### src/rtl/shiftmd_pkg.sv
package shiftmd_pkg;
  typedef enum logic [1:0] {
    OP_NONE = 2'b00,
    OP_MUL  = 2'b01,
    OP_DIV  = 2'b10,
    OP_BAD  = 2'b11
  } op_e;

  typedef enum logic [1:0] {
    SEL_X   = 2'b00,
    SEL_Z   = 2'b01,
    SEL_Y   = 2'b10,
    SEL_CTL = 2'b11
  } sel_e;

  localparam int unsigned CTL_BIT_CLR_Z = 2;
  localparam int unsigned CTL_BIT_CLR_Y = 3;
endpackage

### src/rtl/shiftmd_decode.sv
module shiftmd_decode
  import shiftmd_pkg::*;
(
  input  logic       wr_en,
  input  logic [1:0] wr_sel,
  input  logic [3:0] ctl_bits,
  input  logic       busy,
  output logic       ld_x,
  output logic       ld_y,
  output logic       ld_z,
  output logic       ctl_wr,
  output logic       clr_y,
  output logic       clr_z,
  output op_e        cmd_op,
  output logic       start
);
  logic accept;
  sel_e sel;

  assign sel    = sel_e'(wr_sel);
  assign accept = wr_en && !busy;
  assign ld_x   = accept && (sel == SEL_X);
  assign ld_y   = accept && (sel == SEL_Y);
  assign ld_z   = accept && (sel == SEL_Z);
  assign ctl_wr = accept && (sel == SEL_CTL);
  assign cmd_op = op_e'(ctl_bits[1:0]);
  assign clr_z  = ctl_wr && ctl_bits[CTL_BIT_CLR_Z];
  assign clr_y  = ctl_wr && ctl_bits[CTL_BIT_CLR_Y];
  assign start  = ctl_wr && ((cmd_op == OP_MUL) || (cmd_op == OP_DIV));
endmodule

### src/rtl/shiftmd_seq.sv
module shiftmd_seq
  import shiftmd_pkg::*;
#(
  parameter int unsigned W = 32
) (
  input  logic clk,
  input  logic rst_n,
  input  logic start,
  input  op_e  start_op,
  input  logic shift_en,
  output logic busy,
  output logic done,
  output logic step_en,
  output logic last_step,
  output op_e  op_q
);
  localparam int unsigned STEPS = W + 1;
  localparam int unsigned CW    = $clog2(STEPS + 1);

  logic [CW-1:0] cnt;

  assign last_step = busy && shift_en && (cnt == CW'(STEPS - 1));
  assign step_en   = busy && shift_en && (cnt < CW'(W));

  always_ff @(posedge clk) begin
    if (!rst_n) begin
      busy <= 1'b0;
      done <= 1'b0;
      cnt  <= '0;
      op_q <= OP_NONE;
    end else begin
      done <= 1'b0;
      if (start) begin
        busy <= 1'b1;
        cnt  <= '0;
        op_q <= start_op;
      end else if (busy && shift_en) begin
        cnt <= cnt + 1'b1;
        if (last_step) begin
          busy <= 1'b0;
          done <= 1'b1;
        end
      end
    end
  end
endmodule

### src/rtl/shiftmd_regs.sv
module shiftmd_regs
  import shiftmd_pkg::*;
#(
  parameter int unsigned W = 32
) (
  input  logic         clk,
  input  logic         rst_n,
  input  logic [W-1:0] wr_data,
  input  logic         ld_x,
  input  logic         ld_y,
  input  logic         ld_z,
  input  logic         clr_y,
  input  logic         clr_z,
  input  logic         step_en,
  input  op_e          op,
  output logic [W-1:0] x_q,
  output logic [W-1:0] y_q,
  output logic [W-1:0] z_q
);
  // One add-and-shift-right step: returns {new Y, new Z}.
  function automatic logic [2*W-1:0] mul_step(input logic [W-1:0] xv,
                                               input logic [W-1:0] yv,
                                               input logic [W-1:0] zv);
    logic [W:0] acc;
    acc = {1'b0, yv} + (zv[0] ? {1'b0, xv} : {(W+1){1'b0}});
    return {acc, zv[W-1:1]};
  endfunction

  // One restoring compare/subtract-and-shift-left step: returns {new Y, new Z}.
  function automatic logic [2*W-1:0] div_step(input logic [W-1:0] xv,
                                               input logic [W-1:0] yv,
                                               input logic [W-1:0] zv);
    logic [W:0] part;
    logic [W:0] diff;
    logic       qbit;
    part = {yv, zv[W-1]};
    qbit = (part >= {1'b0, xv});
    diff = qbit ? (part - {1'b0, xv}) : part;
    return {diff[W-1:0], zv[W-2:0], qbit};
  endfunction

  logic [W-1:0] y_n, z_n;

  always_comb begin
    y_n = y_q;
    z_n = z_q;
    if (step_en) begin
      case (op)
        OP_MUL:  {y_n, z_n} = mul_step(x_q, y_q, z_q);
        OP_DIV:  {y_n, z_n} = div_step(x_q, y_q, z_q);
        default: ;
      endcase
    end
    if (clr_y) y_n = '0;
    if (clr_z) z_n = '0;
    if (ld_y)  y_n = wr_data;
    if (ld_z)  z_n = wr_data;
  end

  always_ff @(posedge clk) begin
    if (!rst_n) begin
      x_q <= '0;
      y_q <= '0;
      z_q <= '0;
    end else begin
      if (ld_x) x_q <= wr_data;
      y_q <= y_n;
      z_q <= z_n;
    end
  end
endmodule

### src/rtl/shiftmd_flag.sv
module shiftmd_flag
  import shiftmd_pkg::*;
#(
  parameter int unsigned W = 32
) (
  input  logic         clk,
  input  logic         rst_n,
  input  logic         ctl_wr,
  input  op_e          cmd_op,
  input  logic         clr_y,
  input  logic [W-1:0] x_q,
  input  logic [W-1:0] y_q,
  output logic [7:0]   status
);
  logic [W-1:0] y_eff;
  logic         ov_q;

  assign y_eff  = clr_y ? '0 : y_q;
  assign status = {7'd0, ov_q};

  always_ff @(posedge clk) begin
    if (!rst_n)      ov_q <= 1'b0;
    else if (ctl_wr) ov_q <= (cmd_op == OP_DIV) && (x_q <= y_eff);
  end
endmodule

### src/rtl/shiftmd_unit.sv
module shiftmd_unit
  import shiftmd_pkg::*;
#(
  parameter int unsigned N = 4,
  localparam int unsigned W = 8 * N
) (
  input  logic         clk,
  input  logic         rst_n,
  input  logic         shift_en,
  input  logic         wr_en,
  input  logic [1:0]   wr_sel,
  input  logic [W-1:0] wr_data,
  output logic [W-1:0] x_out,
  output logic [W-1:0] y_out,
  output logic [W-1:0] z_out,
  output logic [7:0]   status_out,
  output logic         busy,
  output logic         done
);
  logic ld_x, ld_y, ld_z, ctl_wr, clr_y, clr_z;
  logic start_evt, step_evt, final_evt;
  op_e  cmd_op, run_op;

  shiftmd_decode u_dec (
    .wr_en    (wr_en),
    .wr_sel   (wr_sel),
    .ctl_bits (wr_data[3:0]),
    .busy     (busy),
    .ld_x     (ld_x),
    .ld_y     (ld_y),
    .ld_z     (ld_z),
    .ctl_wr   (ctl_wr),
    .clr_y    (clr_y),
    .clr_z    (clr_z),
    .cmd_op   (cmd_op),
    .start    (start_evt)
  );

  shiftmd_seq #(.W(W)) u_seq (
    .clk       (clk),
    .rst_n     (rst_n),
    .start     (start_evt),
    .start_op  (cmd_op),
    .shift_en  (shift_en),
    .busy      (busy),
    .done      (done),
    .step_en   (step_evt),
    .last_step (final_evt),
    .op_q      (run_op)
  );

  shiftmd_regs #(.W(W)) u_regs (
    .clk     (clk),
    .rst_n   (rst_n),
    .wr_data (wr_data),
    .ld_x    (ld_x),
    .ld_y    (ld_y),
    .ld_z    (ld_z),
    .clr_y   (clr_y),
    .clr_z   (clr_z),
    .step_en (step_evt),
    .op      (run_op),
    .x_q     (x_out),
    .y_q     (y_out),
    .z_q     (z_out)
  );

  shiftmd_flag #(.W(W)) u_flag (
    .clk    (clk),
    .rst_n  (rst_n),
    .ctl_wr (ctl_wr),
    .cmd_op (cmd_op),
    .clr_y  (clr_y),
    .x_q    (x_out),
    .y_q    (y_out),
    .status (status_out)
  );
endmodule

### config.mk
export PLATFORM = sky130hd
export DESIGN_NAME = shiftmd_unit
export DESIGN_NICKNAME = d
export VERILOG_FILES = /design/src/rtl/shiftmd_pkg.sv /design/src/rtl/shiftmd_decode.sv /design/src/rtl/shiftmd_seq.sv /design/src/rtl/shiftmd_regs.sv /design/src/rtl/shiftmd_flag.sv /design/src/rtl/shiftmd_unit.sv
export SDC_FILE = /design/constraint.sdc
export NUM_CORES = 1
export LEC_CHECK = 0
export BUFFER_PORTS_ARGS = -buffer_cell sky130_fd_sc_hd__buf_4
export CAP_MARGIN = 25
export CORE_MARGIN = 3
export CORE_UTILIZATION = 45
export DETAILED_ROUTE_END_ITERATION = 10
export PLACE_DENSITY = 0.65
export SYNTH_ARGS = -nofsm -noshare
export SYNTH_HDL_FRONTEND = slang
export SYNTH_SLANG_ARGS = --single-unit
### constraint.sdc
create_clock -name clk -period 4.5 [get_ports clk]
set_input_delay 0.9 -clock clk [delete_from_list [all_inputs] [get_ports clk]]
set_output_delay 0.9 -clock clk [all_outputs]
set_load 0.02 [all_outputs]
* Yosys cells after proc, flatten, opt, wreduce, memory -nomap -nowiden
Cells that the tools add are included.
** Storage, ports and cells
- Flip-flop bits (word level) :: 107
- Input port bits :: 38
- Output and inout bits :: 106
** Operators by class
- Add/subtract/negate cells :: 3
- Magnitude comparators :: 3
- Equality and inequality tests :: 8
- Multiplexer cells :: 15
- Bitwise gates (word level) :: 2
- Reductions and logical operators :: 26
** Operator list (count)
- 32-bit 2-to-1 mux :: 9
- 32-bit case mux with 2 select lines :: 2
- 32-bit by 32-bit adder with 33-bit output :: 1
- 33-bit by 32-bit >= comparator with 1-bit output :: 1
- 32-bit less-or-equal comparator :: 1
- 32-bit subtractor :: 1
- 1-bit logical AND :: 12
- 2-bit equality test (second input constant) :: 4
- 4-bit nonzero test :: 2
- 6-bit by 1-bit adder with 6-bit output (second input constant) :: 1
- 2-bit by 1-bit equality test with 1-bit output (second input constant) :: 3
- 6-bit equality test (second input constant) :: 1
- 6-bit less-than comparator (second input constant) :: 1
- 2-bit AND reduction :: 3
- 3-bit nonzero test :: 2
- 1-bit 2-to-1 mux :: 4
- 2-bit nonzero test :: 2
- 3-bit OR reduction :: 1
- 2-bit zero test :: 1
- 1-bit NOT :: 2
- 2-bit OR reduction :: 1
- 1-bit zero test :: 1
- 1-bit logical OR :: 1

* Longest topological paths before layout
- Word-level depth :: 7
- Mapped depth :: 18

* Modules after synthesis
Synthesis repeated with hierarchy kept, for this count alone.
** Second synthesis, totals
- Cells, all modules :: 1307
- Area, all modules :: 10337.4 um^2
** Modules (own cells, without submodules)
- shiftmd_regs :: instances 1, cells each 1113, area each 8785.9 um^2
- shiftmd_flag :: instances 1, cells each 135, area each 1023.5 um^2
- shiftmd_seq :: instances 1, cells each 49, area each 440.4 um^2
- shiftmd_decode :: instances 1, cells each 10, area each 87.6 um^2

* Worst setup path before layout
Ideal clock, no wire load.
- Path type :: input to register
- Start :: input wr_en
- End :: register u_flag.ov_q
- Arrival time :: 3405 ps
- Path slack :: 977 ps
- Stages on the path :: 18
- Buffers on the path :: 2
- Cells stage by stage :: nand2b_1 > nor2_1 > and2_1 > nand2_1 > clkbuf_1 > clkbuf_1 > nand2_1 > ha_1 > a21o_1 > a21o_1 > a21o_1 > a21oi_1 > nor2b_1 > o21ai_0 > nand2b_1 > a21oi_1 > or3_1 > a32o_1
** On the way
- Longest elaborated chain between the ends :: 6
** Ends and longest elaborated chain
- start: declaration :: RTL line shiftmd_unit.sv:10 : input logic wr_en,
- 1-bit logical AND (*) :: RTL line shiftmd_decode.sv:21 : assign accept = wr_en && !busy;
- 1-bit logical AND (*) :: RTL line shiftmd_decode.sv:25 : assign ctl_wr = accept && (sel == SEL_CTL);
- 1-bit logical AND :: RTL line shiftmd_decode.sv:28 : assign clr_y = ctl_wr && ctl_bits[CTL_BIT_CLR_Y];
- 32-bit 2-to-1 mux :: RTL line shiftmd_flag.sv:18 : assign y_eff = clr_y ? '0 : y_q;
- 32-bit less-or-equal comparator :: RTL line shiftmd_flag.sv:23 : else if (ctl_wr) ov_q <= (cmd_op == OP_DIV) && (x_q <= y_eff);
- 1-bit logical AND :: RTL line shiftmd_flag.sv:23
- end signal: assignment :: RTL line shiftmd_flag.sv:23
- end: declaration :: RTL line shiftmd_flag.sv:16 : logic ov_q;
Mark *: on every way between the ends. The rest lies on a longest branch, timed or not.
A chain may end at the register's enable or synchronous reset.

* Worst setup path in the final report
- Start :: register u_regs.z_q[0]
- End :: register u_regs.y_q[28]
** On the way
- Longest elaborated chain between the ends :: 6
** Ends and longest elaborated chain
- start: declaration :: RTL line shiftmd_regs.sv:18 : output logic [W-1:0] z_q
- start signal: assignment :: RTL line shiftmd_regs.sv:68 : z_q <= z_n;
- 32-bit 2-to-1 mux :: RTL line shiftmd_regs.sv:25 : acc = {1'b0, yv} + (zv[0] ? {1'b0, xv} : {(W+1){1'b0}});
- 32-bit by 32-bit adder with 33-bit output :: RTL line shiftmd_regs.sv:25
- 32-bit case mux with 2 select lines :: RTL line shiftmd_regs.sv:48 : case (op)
- 32-bit 2-to-1 mux :: RTL line shiftmd_regs.sv:47 : if (step_en) begin
- 32-bit 2-to-1 mux :: RTL line shiftmd_regs.sv:54 : if (clr_y) y_n = '0;
- 32-bit 2-to-1 mux :: RTL line shiftmd_regs.sv:56 : if (ld_y) y_n = wr_data;
- end signal: assignment :: RTL line shiftmd_regs.sv:67 : y_q <= y_n;
- end: declaration :: RTL line shiftmd_regs.sv:17 : output logic [W-1:0] y_q,
No other way between the ends. The select of a mux whose other input is x is not followed.

==> flow_metrics.tcl <==
set metrics [dict create \
    grt_start_max_net_pins 51 \
    instances_no_fill 1732 \
    ant_nets 0 \
    initial_core_util_pct 45.86 \
    cts_setup_buffers 0 \
    critPathKind "reg2reg" \
    clkPwrFrac_pct 26.6 \
    clock_skew_ps 10.37 \
    rsz0062_at_grt "false" \
    yosysUniqueCellTypes 74 \
    post-dp-hpwl_um 28200 \
    status "complete, no violations" \
    p_total_w 0.003112 \
    cts_resized 0 \
    pin_count 144 \
    cp-start-kind "register" \
    p_per_area_mw_per_mm2 266.8 \
    diodes 0 \
    drv_cap 0 \
    clockBufferDepth 2 \
    final-setup-viol-count 0 \
    cts.htree.levels 3 \
    syn-cell-area_sq_mm 0.01004 \
    die-area_sq_mm 0.02414 \
    clock_latency_ps 370 \
    design_area_sq_mm 0.01166 \
    die_y_um 155.4 \
    routed_wl_um 37130 \
    drtPass1Iterations 6 \
    cts_tree "built" \
    post_drt_wl_per_cell_um 21.44 \
    post-route-min-period_ps 3945 \
    synth-async-reset-ratio_pct 0 \
    critPathMaxStageDelay_ps 690 \
    cpMaxStageDelayCell "dfxtp_1" \
    postCtsHoldBufs 0 \
    seqPwrFrac_pct 34.1 \
    grt_antenna_before_repair 0 \
    tns_ps 0 \
    grt_pass1_vias 9908 \
    cts_sinks 107 \
    fin_nets 1588 \
    switchingPower_w 0.001256 \
    cpLargestDelayFamily "compound AO/OA/AOI/OAI gates" \
    irDropWorstVdd_mv 0.2030 \
    slew_violations 0 \
    syn_to_final_growth_pct 16.19 \
    avgSynthCellArea_sq_um 7.475 \
    std_cell_rows 54 \
    synth-main-ff-cell "dfxtp_1" \
    p_sw_share_pct 40.36 \
    worstHoldPathType "reg2reg" \
    grt_use_total_pct 29.87 \
    pwr-share-comb_pct 39.3 \
    ys_seq_area_share_pct 21.34 \
    drive_gt1_share_pct 14.39 \
    synthCells 1343 \
    crit_fanout 21 \
    grt_pass1_wl_um 57280 \
    hold_violations 0 \
    cp_cell_sequence "buf_4, nand2_1, inv_1, ha_1, a211oi_1, o211ai_1, nand2_1, o211ai_1, a21bo_2, a311oi_1, o21ai_1, xnor2_1, a21oi_1, a22o_1" \
    max_freq_ghz 0.2535 \
    via_per_inst 6.133 \
    worst_ep_arrival_time_ps 4210 \
    drt-initial-drc-count 1240 \
    p_int_w 0.001856 \
    dp_cells 1717 \
    die_w_um 155.4 \
    root_buffer "clkbuf_16" \
    synth_edf_count 0 \
    required_ps 4760 \
    yosysWarnings 0 \
    routabilityCongestion 0.9829 \
    critical_path_buf_inv_count 2 \
    design.core.area_sq_mm 0.02189 \
    grt_overflow 0 \
    p_leak_nw 5.225 \
    port_buffers 136 \
    vias 10620 \
    clkTransAtPathRegs_ps 80 \
    drc 0 \
    period_share_pct 87.67 \
    synth-seq-cells 107 \
    placed_cell_area_sq_mm 0.01138 \
    relSlewSlack_pct 48.58 \
    n_fill_cell 2201 \
    cp-end-kind "register" \
    worstMarginPinSlew_ps 768.4 \
    cts_made_buffers 9 \
    hold_slack_ps 498.5 \
]
==> registers in the layout, indices dropped and copies added, names as in the netlist <==
| signal | cells |
|---|---|
| u_seq.done | 1 |
| u_regs.y_q | 32 |
| u_seq.cnt | 6 |
| u_regs.x_q | 32 |
| u_regs.z_q | 32 |
| u_flag.ov_q | 1 |
| u_seq.op_q | 2 |
| u_seq.busy | 1 |
==> final cells by class <==
| type | count | area (sq um) | share of cell area (%) |
|---|---|---|---|
| Multi-Input combinational cell | 1097 | 7345 | 62.97 |
| Sequential cell | 107 | 2142 | 18.37 |
| Timing Repair Buffer | 175 | 1326 | 11.37 |
| Tap cell | 280 | 350.3 | 3.004 |
| Clock buffer | 9 | 225.2 | 1.931 |
| Inverter | 58 | 217.7 | 1.867 |
| Clock inverter | 6 | 57.56 | 0.4935 |
==> final timing paths <==
kind	from	end	slack (ps)	depth (start not counted)
max	u_regs.z_q[0]	u_regs.y_q[28]	550	14
min	u_seq.op_q[0]	u_seq.op_q[0]	500	2
max reg2reg	u_regs.z_q[0]	u_regs.y_q[28]	550	14
min reg2reg	u_seq.op_q[0]	u_seq.op_q[0]	500	2
==> per-layer routing <==
layer	GRT usage, %	share of wire [%]
met1	43.88	46
met2	44.19	42
met3	6.954	9.7
met4	7.045	2.0
met5	0	0
==> tightest hold or removal path: stages (launching register included) <==
cell      delay [ps]
dfxtp_1          310
o21ai_0           70
a21boi_0          80
==> per-stage QoR <==
stage	setup slack [ps]	util, %
after floorplan	977.4	-
after CTS	585.7	53.28
after global placement	693.0	51.90
final	554.7	53.28
after detailed placement	621.1	51.99
after global routing	260.4	53.28
==> synthesized netlist by cell type (3+ instances only) <==
| library cell | instances | area share (%) |
|---|---|---|
| nor3_1 | 15 | 0.75 |
| xor2_1 | 23 | 2.0 |
| inv_1 | 58 | 2.2 |
| a31oi_1 | 13 | 0.81 |
| nand3_1 | 18 | 0.90 |
| o22ai_1 | 4 | 0.25 |
| nand2_1 | 223 | 8.3 |
| nor2b_1 | 17 | 1.1 |
| a22o_1 | 3 | 0.26 |
| o21a_1 | 17 | 1.3 |
| a311oi_1 | 4 | 0.35 |
| a21boi_0 | 36 | 2.7 |
| a211oi_1 | 11 | 0.82 |
| buf_1 | 7 | 0.26 |
| a221oi_1 | 13 | 1.1 |
| o221ai_1 | 3 | 0.26 |
| o211a_1 | 33 | 3.3 |
| and2_1 | 43 | 2.7 |
| or3_1 | 9 | 0.56 |
| a21o_1 | 29 | 2.2 |
| o21ai_1 | 19 | 0.95 |
| o211ai_1 | 50 | 3.7 |
| o21bai_1 | 8 | 0.60 |
| a41oi_1 | 3 | 0.26 |
| xnor2_1 | 33 | 2.9 |
| or2_2 | 3 | 0.19 |
| nor4_1 | 3 | 0.19 |
| nand4_1 | 22 | 1.4 |
| dfxtp_1 | 107 | 21 |
| and3_1 | 6 | 0.37 |
| mux2i_1 | 39 | 3.9 |
| buf_4 | 11 | 0.82 |
| nand2b_1 | 9 | 0.56 |
| nor2_1 | 58 | 2.2 |
| clkbuf_1 | 65 | 2.4 |
| a211o_1 | 5 | 0.44 |
| o21ai_0 | 82 | 4.1 |
| a21oi_1 | 95 | 4.7 |
| ha_1 | 100 | 12 |
==> placed cells by master, fill, tap and decap left out, types with 5 or more instances in the layout <==
| cell type | n |
|---|---|
| xnor2_1 | 33 |
| o211ai_1 | 50 |
| o21a_1 | 17 |
| o21ai_0 | 82 |
| o21ai_1 | 19 |
| o211a_1 | 33 |
| mux2i_1 | 39 |
| ha_1 | 99 |
| xor2_1 | 23 |
| a21o_1 | 29 |
| and3_1 | 6 |
| a21oi_1 | 94 |
| dfxtp_1 | 107 |
| a21boi_0 | 36 |
| o21bai_1 | 8 |
| nor2_1 | 57 |
| nor2b_1 | 17 |
| inv_1 | 58 |
| conb_1 | 7 |
| nand2b_1 | 8 |
| nor3_1 | 13 |
| nand2_1 | 223 |
| a211o_1 | 5 |
| buf_4 | 174 |
| a221oi_1 | 13 |
| and2_1 | 43 |
| clkbuf_16 | 9 |
| nand3_1 | 18 |
| nand4_1 | 22 |
| a31oi_1 | 13 |
| a211oi_1 | 11 |
| or3_1 | 9 |
==> power by group through the flow <==
stage | clock network (W) | registers, W | logic [W]
5_1_grt | 0.000871 | 0.00107 | 0.00133
3_3_place_gp | 0 | 0.00108 | 0.00119
3_5_place_dp | 0 | 0.00108 | 0.00119
2_1_floorplan | 0 | 0.00111 | 0.000768
4_1_cts | 0.000834 | 0.00106 | 0.00120
6_report | 0.000828 | 0.00106 | 0.00122
==> logic make-up after synthesis <==
kind of cell | share of synthesized area (%)
AO/OA/AOI/OAI | 31.22
other | 0.03736
flip-flops | 21.34
buffers and inverters | 6.008
AND/OR/NAND/NOR | 19.64
XOR/XNOR | 4.886
multiplexers | 4.001
adder cells (fa/ha/maj) | 12.86
Power figures use the tool's default switching activity.
